<file path="src/rtl/tmr_pkg.sv">
package tmr_pkg;
  typedef enum logic [2:0] {
    OM_HOLD   = 3'b000,
    OM_TOGGLE = 3'b011,
    OM_PWM1   = 3'b110,
    OM_PWM2   = 3'b111
  } om_e;
endpackage

</file>
<file path="src/rtl/tmr_shadow.sv">
module tmr_shadow #(
  parameter int W = 16,
  parameter logic [W-1:0] RST_VAL = '0
) (
  input  logic         clk,
  input  logic         rst,
  input  logic         wr,
  input  logic         buf_en,
  input  logic [W-1:0] wdata,
  input  logic         uev,
  output logic [W-1:0] act
);
  logic [W-1:0] pre_q;

  always_ff @(posedge clk) begin
    if (rst) begin
      pre_q <= RST_VAL;
      act   <= RST_VAL;
    end else begin
      if (wr) pre_q <= wdata;
      if (wr && !buf_en) act <= wdata;
      else if (uev)      act <= pre_q;
    end
  end


  hold_when_idle_chk: assert property (@(posedge clk) disable iff (rst)
    (!uev && !(wr && !buf_en)) |=> $stable(act));

  load_on_update_chk: assert property (@(posedge clk) disable iff (rst)
    (uev && !(wr && !buf_en)) |=> act == $past(pre_q));
endmodule

</file>
<file path="src/rtl/tmr_counter.sv">
module tmr_counter #(
  parameter int W = 16
) (
  input  logic         clk,
  input  logic         rst,
  input  logic         run,
  input  logic         center,
  input  logic         ug,
  input  logic [W-1:0] prd,
  output logic [W-1:0] cnt,
  output logic         uev
);
  logic down_q;
  logic top_hit;
  logic bot_hit;

  assign top_hit = (cnt >= prd);
  assign bot_hit = (cnt == '0);

  always_comb begin
    uev = ug;
    if (run) begin
      if (!center)     uev = uev | top_hit;
      else if (!down_q) uev = uev | (top_hit && prd == '0);
      else             uev = uev | bot_hit;
    end
  end

  always_ff @(posedge clk) begin
    if (rst || ug) begin
      cnt    <= '0;
      down_q <= 1'b0;
    end else if (run) begin
      if (!center) begin
        cnt <= top_hit ? '0 : cnt + 1'b1;
      end else if (!down_q) begin
        if (top_hit) begin
          if (prd == '0) cnt <= '0;
          else begin
            cnt    <= prd - 1'b1;
            down_q <= 1'b1;
          end
        end else cnt <= cnt + 1'b1;
      end else begin
        if (bot_hit) begin
          down_q <= 1'b0;
          cnt    <= (prd == '0) ? '0 : {{(W-1){1'b0}}, 1'b1};
        end else cnt <= cnt - 1'b1;
      end
    end
  end


  edge_wrap_chk: assert property (@(posedge clk) disable iff (rst)
    (run && !center && cnt >= prd) |=> cnt == '0);

  sw_restart_chk: assert property (@(posedge clk) disable iff (rst)
    ug |=> cnt == '0);
endmodule

</file>
<file path="src/rtl/tmr_chan_out.sv">
module tmr_chan_out
  import tmr_pkg::*;
#(
  parameter int W = 16
) (
  input  logic         clk,
  input  logic         rst,
  input  logic         run,
  input  logic [2:0]   mode,
  input  logic [W-1:0] cnt,
  input  logic [W-1:0] cmp,
  input  logic         flag_clr,
  input  logic         irq_en,
  input  logic         pin_en,
  input  logic         pin_pol,
  output logic         ref_q,
  output logic         flag_q,
  output logic         irq,
  output logic         pin
);
  om_e  om;
  logic hit;
  logic below;

  assign om    = om_e'(mode);
  assign hit   = run && (cnt == cmp);
  assign below = (cnt < cmp);

  always_ff @(posedge clk) begin
    if (rst) begin
      ref_q  <= 1'b0;
      flag_q <= 1'b0;
    end else begin
      case (om)
        OM_TOGGLE: if (hit) ref_q <= ~ref_q;
        OM_PWM1:   ref_q <= below;
        OM_PWM2:   ref_q <= ~below;
        default:   ref_q <= ref_q;
      endcase
      if (hit)           flag_q <= 1'b1;
      else if (flag_clr) flag_q <= 1'b0;
    end
  end

  assign irq = flag_q & irq_en;
  assign pin = pin_en & (ref_q ^ pin_pol);


  flag_set_chk: assert property (@(posedge clk) disable iff (rst)
    hit |=> flag_q);

  toggle_flip_chk: assert property (@(posedge clk) disable iff (rst)
    (om == OM_TOGGLE && hit) |=> ref_q != $past(ref_q));

  hold_mode_chk: assert property (@(posedge clk) disable iff (rst)
    (mode == 3'b000) |=> $stable(ref_q));
endmodule

</file>
<file path="src/rtl/pwm_timer_chan.sv">
module pwm_timer_chan #(
  parameter int W = 16
) (
  input  logic         clk,
  input  logic         rst,
  input  logic         cnt_run,
  input  logic         ctr_center,
  input  logic [2:0]   out_mode,
  input  logic         pin_pol,
  input  logic         pin_en,
  input  logic         prd_buf_en,
  input  logic         cmp_buf_en,
  input  logic         prd_wr,
  input  logic [W-1:0] prd_wdata,
  input  logic         cmp_wr,
  input  logic [W-1:0] cmp_wdata,
  input  logic         upd_req,
  input  logic         irq_en,
  input  logic         flag_clr,
  output logic [W-1:0] cnt_q,
  output logic         oc_ref,
  output logic         oc_pin,
  output logic         match_flag,
  output logic         irq
);
  localparam logic [W-1:0] PRD_RST = '1;
  localparam logic [W-1:0] CMP_RST = '0;

  logic [W-1:0] prd_act;
  logic [W-1:0] cmp_act;
  logic         uev;

  tmr_shadow #(.W(W), .RST_VAL(PRD_RST)) u_prd (
    .clk(clk), .rst(rst), .wr(prd_wr), .buf_en(prd_buf_en),
    .wdata(prd_wdata), .uev(uev), .act(prd_act));

  tmr_shadow #(.W(W), .RST_VAL(CMP_RST)) u_cmp (
    .clk(clk), .rst(rst), .wr(cmp_wr), .buf_en(cmp_buf_en),
    .wdata(cmp_wdata), .uev(uev), .act(cmp_act));

  tmr_counter #(.W(W)) u_cnt (
    .clk(clk), .rst(rst), .run(cnt_run), .center(ctr_center),
    .ug(upd_req), .prd(prd_act), .cnt(cnt_q), .uev(uev));

  tmr_chan_out #(.W(W)) u_out (
    .clk(clk), .rst(rst), .run(cnt_run), .mode(out_mode),
    .cnt(cnt_q), .cmp(cmp_act), .flag_clr(flag_clr), .irq_en(irq_en),
    .pin_en(pin_en), .pin_pol(pin_pol), .ref_q(oc_ref),
    .flag_q(match_flag), .irq(irq), .pin(oc_pin));
endmodule

</file>
<file path="config.mk">
export PLATFORM = sky130hd
export DESIGN_NAME = pwm_timer_chan
export DESIGN_NICKNAME = d
export VERILOG_FILES = /design/src/rtl/tmr_pkg.sv /design/src/rtl/tmr_shadow.sv /design/src/rtl/tmr_counter.sv /design/src/rtl/tmr_chan_out.sv /design/src/rtl/pwm_timer_chan.sv
export SDC_FILE = /design/constraint.sdc
export NUM_CORES = 1
export LEC_CHECK = 0
export ABC_CLOCK_PERIOD_IN_PS = 3400
export BUFFER_PORTS_ARGS = -buffer_cell sky130_fd_sc_hd__buf_2
export CORE_MARGIN = 2
export CORE_UTILIZATION = 40
export CTS_BUF_LIST = sky130_fd_sc_hd__clkbuf_8
export DETAILED_ROUTE_END_ITERATION = 8
export MAX_ROUTING_LAYER = met4
export PLACE_DENSITY = 0.71
export SETUP_SLACK_MARGIN = 0.05
export SLEW_MARGIN = 20
export SYNTH_ARGS = -nofsm -noshare
export SYNTH_HDL_FRONTEND = slang
export SYNTH_SLANG_ARGS = --single-unit
</file>
<file path="constraint.sdc">
create_clock -name clk -period 3.4 [get_ports clk]
set_input_delay 0.68 -clock clk [delete_from_list [all_inputs] [get_ports clk]]
set_output_delay 0.68 -clock clk [all_outputs]
set_load 0.01 [all_outputs]
</file>
==> metrics.cfg <==
[outcome]
status=complete, no violations

[sta]
finalMaxSlewViolations=0
holdWs_ns=0.5052
tightestPinTransition_ns=0.6934
finalHoldViolations=0
report.final.setup_viol=0
tns_ns=0
slew_headroom_pct=53.77
period_minus_slack_ns=2.971
clock_skew_ns=0.01527
timing.final.crit_share_pct=87.39
max_freq_mhz=336.6
rsz0062_at_grt=false

[synth]
synth_area_sq_mm=0.005336
postSynthCellCount=649
synth-seq-cells=83
ys.flop_type=dfxtp_1
ys_warn_count=0
synth_nets=733
synth_top_cell_by_area=dfxtp_1
synth_top_area_share_pct=31.14
synth_cell_types=63
synth_edf_count=0
syn_avg_cell_area_sq_um=8.222
seq_area_frac_synth_pct=31.14
synthArstFlopShare_pct=0
synthTopCellsByArea=dfxtp_1 (31%), ha_1 (8.4%), nor2_1 (7.9%)

[worst_setup_path]
path_class=reg2reg
required_ns=3.67
startpoint=u_cnt.cnt[0]
critPathLaunchType=register
path_max_fanout=64
cp.arrival_ns=3.24
r2r-start=u_cnt.cnt[0]
endpoint_kind=register

[worst_hold_path]
holdCritPathClass=reg2reg
hold_start=u_cmp.pre_q[9]

[clocking]
cts.htree.levels=3
post_cts_buffers=0
cts_tree=done
cts_buffers=9
clockBufferDepth=2
clk_pin_slew_ns=0.09
insertion_delay_ns=0.38
hold_buffers=0
root_buffer=clkbuf_8
cts_sinks=83
cts.repair.resized=0

[power_and_ir_drop]
swShare_pct=29.12
clock_power_share_pct=33.0
leakagePower_nw=2.734
internal-power_mw=1.514
ir_drop_mv=0.2202
comb_power_share_pct=16.9
p_seq_share_pct=50.2
power.net_switching_mw=0.6217
powerDensity_mw_per_mm2=352.3

[global_route]
antenna_found_initial=0
grt_pass1_vias=4511
grt_overflow=0
grt_pass1_wl_mm=22.60
grt_max_degree=65
grt_usage_pct=20.44

[placement]
routabilityCongestion=0.9545
portBuffers=67
dp_hpwl_mm=10.34
placed_area_sq_mm=0.005876

[layout]
seq_area_sq_mm=0.001662
nFillCells=1331
final_cell_area_sq_mm=0.006061
final_nets=792
utilization_pct=46.13
drive_above_1_share_pct=20.48
antenna_cells=0
area_delta_synth_final_pct=13.58
multi_input_area_sq_mm=0.003361

[drt]
vias=4840
initialDrtViolationCount=333
vias_per_cell=5.444
wirelength_mm=13.90
wire_per_inst_um=15.64
drc=0
first_pass_iters=5
ant_nets=0

[floorplanning]
ios=68
die_y_um=119.5
dieArea_sq_mm=0.01428
coreArea_sq_mm=0.01314
start_util_pct=40.62
die_w_um=119.5
num_rows=42

[run]
max_cap_violations=0

[worst max-delay path, stage by stage, from the launching register on]
cell	delay [ns]
dfxtp_1	0.49
inv_1	0.15
ha_1	0.32
nor2_1	0.08
a21oi_1	0.07
o311ai_1	0.31
nand4b_1	0.38
a31oi_4	0.27
buf_12	0.32
nor3_1	0.11
a2111oi_2	0.33
[kinds of logic (layout without fill, tap and decap cells)]
kind of cell    count (synthesis)  count (layout)  synth area share, %
xor+xnor                       32              32                5.252
fa+ha+maj                      36              36                8.441
flops                          83              83                31.14
compound gates                138             138                20.89
mux                            18              18                3.400
buf+inv                        76             140                5.932
simple gates                  266             266                24.95
[stage by stage]
stage	worst slack, ns	power, mW	cells
2_1_floorplan	0.7384	1.342	649
3_3_place_gp	0.5383	1.445	873
3_5_place_dp	0.4600	1.452	873
4_1_cts	0.4455	2.152	889
5_1_grt	0.1779	2.241	889
6_report	0.4288	2.135	889
[layout by cell type (no fill, tap or decap), types with 3 or more instances in the layout]
cell type | netlist | final
nand4_1 | 10 | 10
o21ai_0 | 24 | 24
xor2_1 | 17 | 17
clkbuf_8 | 0 | 9
nor3_1 | 38 | 38
buf_2 | 7 | 67
inv_1 | 38 | 40
nor2_1 | 112 | 112
a21oi_1 | 31 | 31
mux2i_1 | 17 | 17
xnor2_1 | 15 | 15
a211oi_1 | 6 | 6
o221a_2 | 3 | 3
clkinv_2 | 0 | 3
a21o_1 | 6 | 6
o22ai_1 | 3 | 3
a2111oi_2 | 16 | 16
and2_1 | 3 | 3
ha_1 | 36 | 36
or4_1 | 5 | 5
nand2_1 | 31 | 31
nor2b_1 | 20 | 19
and3_1 | 4 | 4
nor4_1 | 6 | 6
buf_4 | 0 | 18
a211oi_2 | 10 | 10
a211o_1 | 17 | 17
dfxtp_1 | 83 | 83
nand3_1 | 12 | 12
o31ai_1 | 3 | 3
[per-layer routing]
layer  global-route usage (%)  vias up  routed length, um
met4                    7.647        0                315
met5                        -        -                  0
li1                         -     2433                  -
met2                    30.21      152               6095
met3                    4.278       22               1034
met1                    27.54     2233               6454
[power groups by stage]
stage                     logic [mW]  registers (mW)  clock network, mW
after floorplan                0.259            1.08                  0
after global placement         0.354            1.09                  0
after detailed placement       0.359            1.09                  0
after CTS                      0.360            1.07              0.721
after global routing           0.404            1.08              0.758
final                          0.360            1.07              0.704
[area by class of cell]
class	count	area share [%]
clock inverter	7	1.012
inverter	38	2.353
timing repair buffer	86	8.092
multi-input combinational	490	55.45
sequential	83	27.42
clock buffer	9	2.044
tap	176	3.633
[registers in the layout, indices dropped and copies added, names as in the netlist]
name	cells
u_out.flag_q	1
u_cnt.cnt	16
u_cmp.act	16
u_prd.pre_q	16
u_prd.act	16
u_out.ref_q	1
u_cmp.pre_q	16
u_cnt.down_q	1
[final timing paths]
kind | end | slack, ns | cells after the start
hold / removal | u_cmp.pre_q[9] | 0.51 | 2
hold reg to reg | u_cmp.pre_q[9] | 0.51 | 2
setup reg to reg | u_cmp.act[5] | 0.43 | 10
setup / recovery | u_cmp.act[5] | 0.43 | 10
[cells in the mapped netlist, drive strengths merged, types with 3 or more instances]
cell and number:
a2111oi 17, a211o 17, a211oi 16, a21o 6
a21oi 31, a31oi 3, and2 3, and3 4
buf 11, clkbuf 27, dfxtp 83, ha 36
inv 38, mux2i 17, nand2 31, nand3 13
nand4 10, nor2 113, nor2b 20, nor3 39
nor4 8, o21ai 26, o221a 3, o22ai 3
o31ai 3, or4 7, or4b 3, xnor2 15
xor2 17
Note: power is estimated with default switching activity, not from simulation.
